[src/rtl/pio_regs_pkg.sv]
package pio_regs_pkg;

  localparam int NUM_REGS = 6;
  localparam int SEL_W    = 3;

  // Order of this enum is the address order of the register map
  typedef enum logic [SEL_W-1:0] {
    REG_IN_DATA  = 3'd0,
    REG_IN_CTL   = 3'd1,
    REG_OUT_DATA = 3'd2,
    REG_OUT_CTL  = 3'd3,
    REG_AUX      = 3'd4,
    REG_IRQ_EN   = 3'd5
  } regSel_e;

  typedef struct packed {
    logic    ldInData;
    logic    ldOutData;
    logic    ldAux;
    logic    rdHit;
    regSel_e rdSel;
  } dpStrobe_t;

endpackage

[src/rtl/pio_regs_ctrl.sv]
module pio_regs_ctrl
  import pio_regs_pkg::*;
#(
  parameter int ADDR_W    = 16,
  parameter int BASE_ADDR = 16'hFF00,
  parameter int ADDR_STEP = 2
) (
  input  logic              clk,
  input  logic              rstN,
  input  logic [ADDR_W-1:0] busAddr,
  input  logic              busWrEn,
  input  logic [1:0]        ctlWrBits,
  input  logic              inValid,
  output logic              inReady,
  output logic              outValid,
  input  logic              outReady,
  output logic              irq,
  output logic              inFull,
  output logic              outStart,
  output logic              outDone,
  output logic [1:0]        irqEn,
  output dpStrobe_t         strobe
);

  localparam logic [ADDR_W-1:0] BASE      = ADDR_W'(BASE_ADDR);
  localparam logic [ADDR_W-1:0] SPAN      = ADDR_W'(NUM_REGS * ADDR_STEP);
  localparam logic [ADDR_W-1:0] STEP_MASK = ADDR_W'(ADDR_STEP - 1);
  localparam int                STEP_LG   = $clog2(ADDR_STEP);

  logic [ADDR_W-1:0] offs;
  logic [ADDR_W-1:0] idxFull;
  logic              hit;
  regSel_e           sel;
  logic              outBusy;
  logic              wrInCtl, wrOutCtl, wrIrqEn;

  always_comb begin
    offs    = busAddr - BASE;
    idxFull = offs >> STEP_LG;
    hit     = (offs < SPAN) && ((offs & STEP_MASK) == '0);
    sel     = hit ? regSel_e'(idxFull[SEL_W-1:0]) : REG_IN_DATA;
  end

  assign outBusy  = outStart & ~outDone;
  assign wrInCtl  = busWrEn && hit && (sel == REG_IN_CTL);
  assign wrOutCtl = busWrEn && hit && (sel == REG_OUT_CTL);
  assign wrIrqEn  = busWrEn && hit && (sel == REG_IRQ_EN);

  assign inReady  = ~inFull;
  assign outValid = outBusy;
  assign irq      = (inFull & irqEn[0]) | (outDone & irqEn[1]);

  always_comb begin
    strobe.ldInData  = inValid & inReady;
    strobe.ldOutData = busWrEn && hit && (sel == REG_OUT_DATA) && !outBusy;
    strobe.ldAux     = busWrEn && hit && (sel == REG_AUX);
    strobe.rdHit     = hit;
    strobe.rdSel     = sel;
  end

  // Input ready flag: set by the source, cleared only by software
  always_ff @(posedge clk) begin
    if (!rstN) begin
      inFull <= 1'b0;
    end else if (inValid && inReady) begin
      inFull <= 1'b1;
    end else if (wrInCtl && !ctlWrBits[0]) begin
      inFull <= 1'b0;
    end
  end

  // Output start/done flags
  always_ff @(posedge clk) begin
    if (!rstN) begin
      outStart <= 1'b0;
      outDone  <= 1'b0;
    end else if (wrOutCtl && !outBusy) begin
      outStart <= ctlWrBits[0];
      outDone  <= outDone & ctlWrBits[1];
    end else if (outValid && outReady) begin
      outDone  <= 1'b1;
    end
  end

  always_ff @(posedge clk) begin
    if (!rstN) begin
      irqEn <= 2'b00;
    end else if (wrIrqEn) begin
      irqEn <= ctlWrBits;
    end
  end

endmodule

[src/rtl/pio_regs_dp.sv]
module pio_regs_dp
  import pio_regs_pkg::*;
#(
  parameter int DATA_W = 16
) (
  input  logic              clk,
  input  logic              rstN,
  input  dpStrobe_t         strobe,
  input  logic [DATA_W-1:0] busWrData,
  input  logic [DATA_W-1:0] inWord,
  input  logic              inFull,
  input  logic              outStart,
  input  logic              outDone,
  input  logic [1:0]        irqEn,
  output logic [DATA_W-1:0] outWord,
  output logic [DATA_W-1:0] busRdData
);

  logic [DATA_W-1:0] inReg, outReg, auxReg;

  always_ff @(posedge clk) begin
    if (!rstN) begin
      inReg  <= '0;
      outReg <= '0;
      auxReg <= '0;
    end else begin
      if (strobe.ldInData)  inReg  <= inWord;
      if (strobe.ldOutData) outReg <= busWrData;
      if (strobe.ldAux)     auxReg <= busWrData;
    end
  end

  assign outWord = outReg;

  always_comb begin
    busRdData = '0;
    if (strobe.rdHit) begin
      unique case (strobe.rdSel)
        REG_IN_DATA:  busRdData = inReg;
        REG_IN_CTL:   busRdData = DATA_W'({inFull});
        REG_OUT_DATA: busRdData = outReg;
        REG_OUT_CTL:  busRdData = DATA_W'({outDone, outStart});
        REG_AUX:      busRdData = auxReg;
        REG_IRQ_EN:   busRdData = DATA_W'(irqEn);
        default:      busRdData = '0;
      endcase
    end
  end

endmodule

[src/rtl/pio_regs.sv]
module pio_regs
  import pio_regs_pkg::*;
#(
  parameter int ADDR_W    = 16,
  parameter int DATA_W    = 16,
  parameter int BASE_ADDR = 16'hFF00,
  parameter int ADDR_STEP = 2
) (
  input  logic              clk,
  input  logic              rstN,
  input  logic [ADDR_W-1:0] busAddr,
  input  logic              busWrEn,
  input  logic [DATA_W-1:0] busWrData,
  output logic [DATA_W-1:0] busRdData,
  input  logic              inValid,
  input  logic [DATA_W-1:0] inData,
  output logic              inReady,
  output logic              outValid,
  output logic [DATA_W-1:0] outData,
  input  logic              outReady,
  output logic              irq
);

  dpStrobe_t  strobe;
  logic       inFull, outStart, outDone;
  logic [1:0] irqEn;

  pio_regs_ctrl #(
    .ADDR_W(ADDR_W), .BASE_ADDR(BASE_ADDR), .ADDR_STEP(ADDR_STEP)
  ) u_ctrl (
    .clk(clk), .rstN(rstN), .busAddr(busAddr), .busWrEn(busWrEn),
    .ctlWrBits(busWrData[1:0]), .inValid(inValid), .inReady(inReady),
    .outValid(outValid), .outReady(outReady), .irq(irq),
    .inFull(inFull), .outStart(outStart), .outDone(outDone),
    .irqEn(irqEn), .strobe(strobe)
  );

  pio_regs_dp #(.DATA_W(DATA_W)) u_dp (
    .clk(clk), .rstN(rstN), .strobe(strobe), .busWrData(busWrData),
    .inWord(inData), .inFull(inFull), .outStart(outStart),
    .outDone(outDone), .irqEn(irqEn), .outWord(outData),
    .busRdData(busRdData)
  );

endmodule

[config.mk]
export PLATFORM = sky130hd
export DESIGN_NAME = pio_regs
export DESIGN_NICKNAME = d
export VERILOG_FILES = /design/src/rtl/pio_regs_pkg.sv /design/src/rtl/pio_regs_ctrl.sv /design/src/rtl/pio_regs_dp.sv /design/src/rtl/pio_regs.sv
export SDC_FILE = /design/constraint.sdc
export NUM_CORES = 1
export LEC_CHECK = 0
export ABC_AREA = 1
export BUFFER_PORTS_ARGS = -buffer_cell sky130_fd_sc_hd__buf_2
export CAP_MARGIN = 25
export CORE_MARGIN = 2
export CORE_UTILIZATION = 30
export CTS_CLUSTER_DIAMETER = 50
export CTS_CLUSTER_SIZE = 16
export DETAILED_ROUTE_END_ITERATION = 12
export GPL_TIMING_DRIVEN = 0
export PLACE_DENSITY = 0.55
export SLEW_MARGIN = 20
export SYNTH_ARGS = -nofsm -noshare
export SYNTH_HDL_FRONTEND = slang
export SYNTH_SLANG_ARGS = --single-unit
[constraint.sdc]
create_clock -name clk -period 2.4 [get_ports clk]
set_clock_uncertainty 0.05 [all_clocks]
set_input_delay 0.6 -clock clk [delete_from_list [all_inputs] [get_ports clk]]
set_output_delay 0.6 -clock clk [all_outputs]
set_load 0.01 [all_outputs]
==> run metrics, run 1 <==
Layout Nets 526; Yosys reg bits 53; Final GP Congestion 0.865; Max clock buf depth 2; dpl hpwl 5640 um; pin slew with the least headroom to its limit 0.524 ns; largest net degree at the start of global routing 15; DR iter-0 viols 108; MaxCap Viol Count 0; Clk Latency, worst-skew pair 0.30 ns; largest fanout on the critical path 7; Max Slew Vio Count 0; Detail Route Antenna Nets 0; final worst setup slack -0.179 ns; hold_ws 0.425 ns; num rows 34; Post-Syn Area per Cell 7.02 um^2; crit path DAT 1.93 ns; P per Cell Area 448 nW/um^2; CTS tree done; uppermost routed layer met4; VDD IR max 0.000221 V; Tot GR Track Use 0.161; Net Count, Synth 427; fillers 932; Setup crit end kind output pin; WP data required 1.75 ns; Slew headroom 0.651; warning count from the yosys run 0; final worst-path cycle share 1.07; Final Hold Fails 0; Die ar. 9510 um^2; Root Buffer clkbuf_8; count of different cell masters after synthesis 27; CORE AREA 8590 um^2; Crit Path Class input pin to output pin; initial antenna violation count 0; met3 WL 293 um; via count 2693; Clock Sinks 53; chip height 97.5 um; # port buffers 85; Routed WL 7560 um; Residual DRC 0; final setup fails 16; cell count after synthesis 374; H-tree Lvls 2; Setup crit start kind input pin; area grow syn2layout 35.2%; initial core utilization 0.305; WL/cell 13.0 um; total gr overflow 0; Tmin final 2.58 ns; Hold WC Path Type flip-flop to flip-flop; first-pass GRT wire length 12600 um; via/cell ratio 4.63; wire length on met1 3520 um; outcome complete, but fails checks; TritonCTS buffer count 5; failing checks setup timing; Die X 97.5 um; sequential area share after synthesis 0.404; vias in the first global route 2622; IO Count 88; Leakage 0.00183 uW; clock slew at reported path FFs 0.09 ns; cell area after synthesis 2620 um^2; achievable frequency 388 MHz; CTS Hold Bufs 0; Antenna Cells 0; DRT Pass-1 Iters 4; RSZ-0062 raised after global routing true; setup_tns -2.25 ns; met2 WL post-DR 3640 um; ratio of cells with drive above 1 in the final layout 0.346
state kept, by name, summed over array words and instances, names as in the netlist:
register	cells
u_dp.outWord	16
u_ctrl.outStart	1
u_dp.inReg	16
u_ctrl.irqEn	2
u_ctrl.outDone	1
u_dp.auxReg	16
u_ctrl.inFull	1
worst max-delay path: stages:
cell and delay, ns:
buf_6 0.09, nor2_4 0.09, nand2_2 0.07, nor2_4 0.17, nand2_4 0.08, inv_4 0.07, buf_6 0.11, o31ai_4 0.11
buf_6 0.18, nand2_4 0.06, nand3_2 0.05, nand2_1 0.05, inv_1 0.05, buf_2 0.13
Yosys cell counts (all sizes together):
| cell | instances | area, um^2 |
|---|---|---|
| clkbuf | 7 | 26.3 |
| nor3 | 1 | 5.00 |
| buf | 13 | 120 |
| dfxtp | 53 | 1060 |
| clkinv | 1 | 3.75 |
| nand4 | 3 | 18.8 |
| a21oi | 36 | 206 |
| nand2 | 78 | 318 |
| o21ai | 54 | 270 |
| a31oi | 1 | 6.26 |
| inv | 51 | 191 |
| nor2 | 49 | 234 |
| o211ai | 1 | 7.51 |
| o31ai | 1 | 12.5 |
| nand3 | 25 | 143 |
routing by layer:
layer  GRT usage  vias to the layer above
li1            -                     1384
met1       0.214                     1245
met2       0.269                       54
met3      0.0295                       10
met4      0.0438                        0
met5           0                        -
final timing paths:
path | slack, ns | cells after the start | from | endpoint
worst max register to register | 1.01 | 6 | u_ctrl.inFull | u_dp.inReg[14]
worst min register to register | 0.42 | 2 | u_dp.auxReg[0] | u_dp.auxReg[0]
worst max-delay path | -0.18 | 14 | busAddr[4] | busRdData[12]
worst min-delay path | 0.42 | 2 | u_dp.auxReg[0] | u_dp.auxReg[0]
where the power goes:
group / internal (uW) / switching (uW)
registers: 901 / 16.0
clock network: 208 / 283
logic: 80.9 / 101
total: 1190 / 401
timing repair:
| action | CTS | global route |
|---|---|---|
| gates resized for setup | 42 | 15 |
| setup endpoints to repair | 16 | 16 |
| pin swaps | 19 | 8 |
| buffers inserted | 6 | 0 |
| gates cloned | 1 | 0 |
logic make-up (layout without fill, tap and decap cells):
family | Yosys count | after routing | synth area share
compound gates | 93 | 93 | 0.192
buf+inv | 72 | 172 | 0.130
flops | 53 | 53 | 0.404
simple gates | 156 | 156 | 0.274
final cells by class:
| class | instances | area [um^2] | area share |
|---|---|---|---|
| well taps | 108 | 135 | 0.0381 |
| clock buffers | 8 | 80.1 | 0.0226 |
| plain buffers | 20 | 166 | 0.0469 |
| inverters | 52 | 203 | 0.0571 |
| repair buffers | 92 | 510 | 0.144 |
| flip-flops and latches | 53 | 1060 | 0.299 |
| multi-input cells | 249 | 1390 | 0.392 |
placed cells by master (no fill, tap or decap), types with 7 or more instances in the layout:
master,count
nand2_1,59
buf_4,7
a21oi_2,8
buf_2,82
o21ai_0,39
nand2_2,9
nand3_2,11
inv_1,46
buf_6,14
dfxtp_1,53
a21oi_1,28
clkbuf_1,10
nand3_1,12
nor2_1,41
nand2_4,10
o21ai_1,15
per-stage QoR:
step,instances,instance area [um^2],setup slack [ns],utilization,power (uW)
6_report,582,3550,-0.179,0.413,1590
5_1_grt,582,3550,-0.278,0.413,1660
4_1_cts,582,3490,-0.194,0.406,1600
3_5_place_dp,567,3200,-0.418,0.372,1100
3_3_place_gp,567,3200,-0.413,0.372,1100
2_1_floorplan,374,2640,0.00448,-,1020
(Power assumes the default switching activity.)
==> run 2: changes to the inputs <==
- PLACE_DENSITY: 0.55 -> unset
==> run 2 against run 1 <==
The run still ends with setup timing left. Core utilization is 2.3 points higher. Register-to-register slack worse by 0.03 ns. Die area stayed put. Critical path type unchanged.
==> run metrics, run 2 (synthesis gave the netlist of run 1 again) <==
outcome complete, but fails checks (unchanged); failing checks setup timing (unchanged); ratio of cells with drive above 1 in the final layout 0.404 (was 0.346); achievable frequency 387 MHz (was 388 MHz); Clock Power Share 0.293 (was 0.309); met2 WL post-DR 3860 um (was 3640 um); reg-to-reg critical path startpoint u_ctrl.inFull (unchanged); MaxCap Viol Count 0 (unchanged); Routed WL 7860 um (was 7560 um); uppermost routed layer met4 (unchanged); reg2reg path depth 6 (unchanged); final worst-path cycle share 1.08 (was 1.07); Die ar. 9510 um^2 (unchanged); Clock Sinks 53 (unchanged); Detail Route Antenna Nets 0 (unchanged); Max Slew Vio Count 0 (unchanged); Root Buffer clkbuf_8 (unchanged); WP data required 1.75 ns (about the same); WL/cell 13.5 um (was 13.0 um); Clk Latency, worst-skew pair 0.30 ns (about the same); Slew headroom 0.644 (was 0.651); wire length on met1 3520 um (about the same); initial antenna violation count 0 (unchanged); RSZ-0062 raised after global routing true (unchanged); H-tree Lvls 2 (unchanged); hold path start u_dp.auxReg[0] (unchanged); CORE AREA 8590 um^2 (unchanged); DRT Pass-1 Iters 4 (unchanged); clock slew at reported path FFs 0.09 ns (about the same); Antenna Cells 0 (unchanged); Die X 97.5 um (unchanged); Final Hold Fails 0 (unchanged); met3 WL 400 um (was 293 um); Inst Count DP 567 (unchanged); crit path DAT 1.93 ns (about the same); Leakage 0.00201 uW (was 0.00183 uW); hold worst-path end u_dp.auxReg[0] (unchanged); Net Sw Power 393 uW (was 401 uW); final worst setup slack -0.184 ns (was -0.179 ns); pin slew with the least headroom to its limit 0.534 ns (was 0.524 ns); via count 2700 (was 2693); initial core utilization 0.305 (unchanged); critical path's slowest cell nor2_4 (was buf_6); Hold WC Path Type flip-flop to flip-flop (unchanged); via/cell ratio 4.63 (about the same); setup_tns -2.44 ns (was -2.25 ns); chip height 97.5 um (unchanged); Comb pwr share 0.124 (was 0.115); Layout Nets 529 (was 526); VDD IR max 0.000248 V (was 0.000221 V); most common cell after layout, fill and taps aside buf_2 (unchanged); PnR Total Power 1580 uW (was 1590 uW); Setup crit start kind input pin (unchanged); P per Cell Area 421 nW/um^2 (was 448 nW/um^2); Tot GR Track Use 0.162 (was 0.161); TritonCTS buffer count 5 (unchanged); IO Count 88 (unchanged); area grow syn2layout 42.7% (was 35.2%); Int Power 1180 uW (was 1190 uW); largest net degree at the start of global routing 15 (unchanged); Worst Hold Path Cells 2 (unchanged); total gr overflow 0 (unchanged); Final GP Congestion 0.869 (was 0.865); hold_ws 0.422 ns (was 0.425 ns); first-pass GRT wire length 12600 um (about the same); Post-Layout Cell Count 583 (was 582); most frequent cells in the layout 79 x buf_2, 53 x dfxtp_1, 43 x inv_1 (was 82 x buf_2, 59 x nand2_1, 53 x dfxtp_1); Seq pwr share 0.583 (was 0.576); vias in the first global route 2707 (was 2622); Critical R2R Capture u_dp.inReg[8] (was u_dp.inReg[14]); final setup fails 16 (unchanged); num rows 34 (unchanged); Worst path max stage delay 0.17 ns (was 0.18 ns); CTS Hold Bufs 0 (unchanged); Max clock buf depth 2 (unchanged); CTS tree done (unchanged); Crit Path Class input pin to output pin (unchanged); largest fanout on the critical path 7 (unchanged); crit path cell chain buf_6, nor2_4, nand2_2, nor2_4, nand2_4, inv_4, buf_6, o31ai_4, buf_6, nand2_2, nand3_2, nand2_2, inv_1, buf_2 (was buf_6, nor2_4, nand2_2, nor2_4, nand2_4, inv_4, buf_6, o31ai_4, buf_6, nand2_4, nand3_2, nand2_1, inv_1, buf_2); switching part of the total 0.249 (was 0.252); Tmin final 2.58 ns (about the same); Setup crit end kind output pin (unchanged); dpl hpwl 5680 um (was 5640 um); R2R Setup Slk 0.98 ns (was 1.01 ns); # port buffers 85 (unchanged); Residual DRC 0 (unchanged); DR iter-0 viols 158 (was 108)
-- run 2: changes by cell type in the layout (fill, tap and decap cells not counted), sizes merged --
cell,delta
clkinv,+1
buf,+2
clkbuf,-2
-- run 2: power by group through the flow --
stage	registers [uW]	logic, uW	clock network (uW)
3_5_place_dp	934	165	0
3_3_place_gp	932	164	0
6_report	918	196	462
4_1_cts	917	180	476
5_1_grt	921	222	510
2_1_floorplan	930	94.5	0
-- run 2: worst max path at each step --
stage,startpoint,to,slack [ns],depth (start not counted)
3_5_place_dp,busAddr[5],busRdData[12],-0.41,14
4_1_cts,busAddr[6],busRdData[10],-0.15,14
2_1_floorplan,busAddr[3],busRdData[10],0.004,13
6_report,busAddr[5],busRdData[10],-0.18,14
5_1_grt,busAddr[5],busRdData[6],-0.28,13
3_3_place_gp,busAddr[5],busRdData[12],-0.40,14
-- run 2: metrics by stage --
step           setup slack (ns)  cell area (um^2)  utilization
2_1_floorplan           0.00448              2640            -
3_3_place_gp             -0.400              3200        0.372
3_5_place_dp             -0.409              3200        0.372
4_1_cts                  -0.153              3500        0.407
5_1_grt                  -0.279              3740        0.436
6_report                 -0.184              3740        0.436
-- run 2: area by class of cell --
type	instances	area, um^2
multi-input cells	249	1500
plain buffers	20	184
fillers	911	4850
inverters	52	205
clock buffers	5	68.8
well taps	108	135
repair buffers	95	582
flip-flops and latches	53	1060
clock inverters	1	5.00
-- run 2: per-layer routing --
| metal | up-vias | global-route usage |
|---|---|---|
| met5 | - | 0 |
| met4 | 0 | 0.0417 |
| met3 | 7 | 0.0331 |
| met2 | 72 | 0.274 |
| met1 | 1229 | 0.210 |
| li1 | 1392 | - |
-- run 2: worst max-delay path: cells and delay by family --
kind,cells,cell delay (ns)
AO/OA/AOI/OAI,1,0.12
AND/OR/NAND/NOR,7,0.60
buffers and inverters,6,0.61
-- run 2: what timing repair did --
action | 4_1_cts | 5_1_grt
resized for setup | 47 | 51
setup buffers | 4 | 4
setup endpoints to repair | 16 | 16
cloned | 1 | 1
pin swaps | 16 | 18
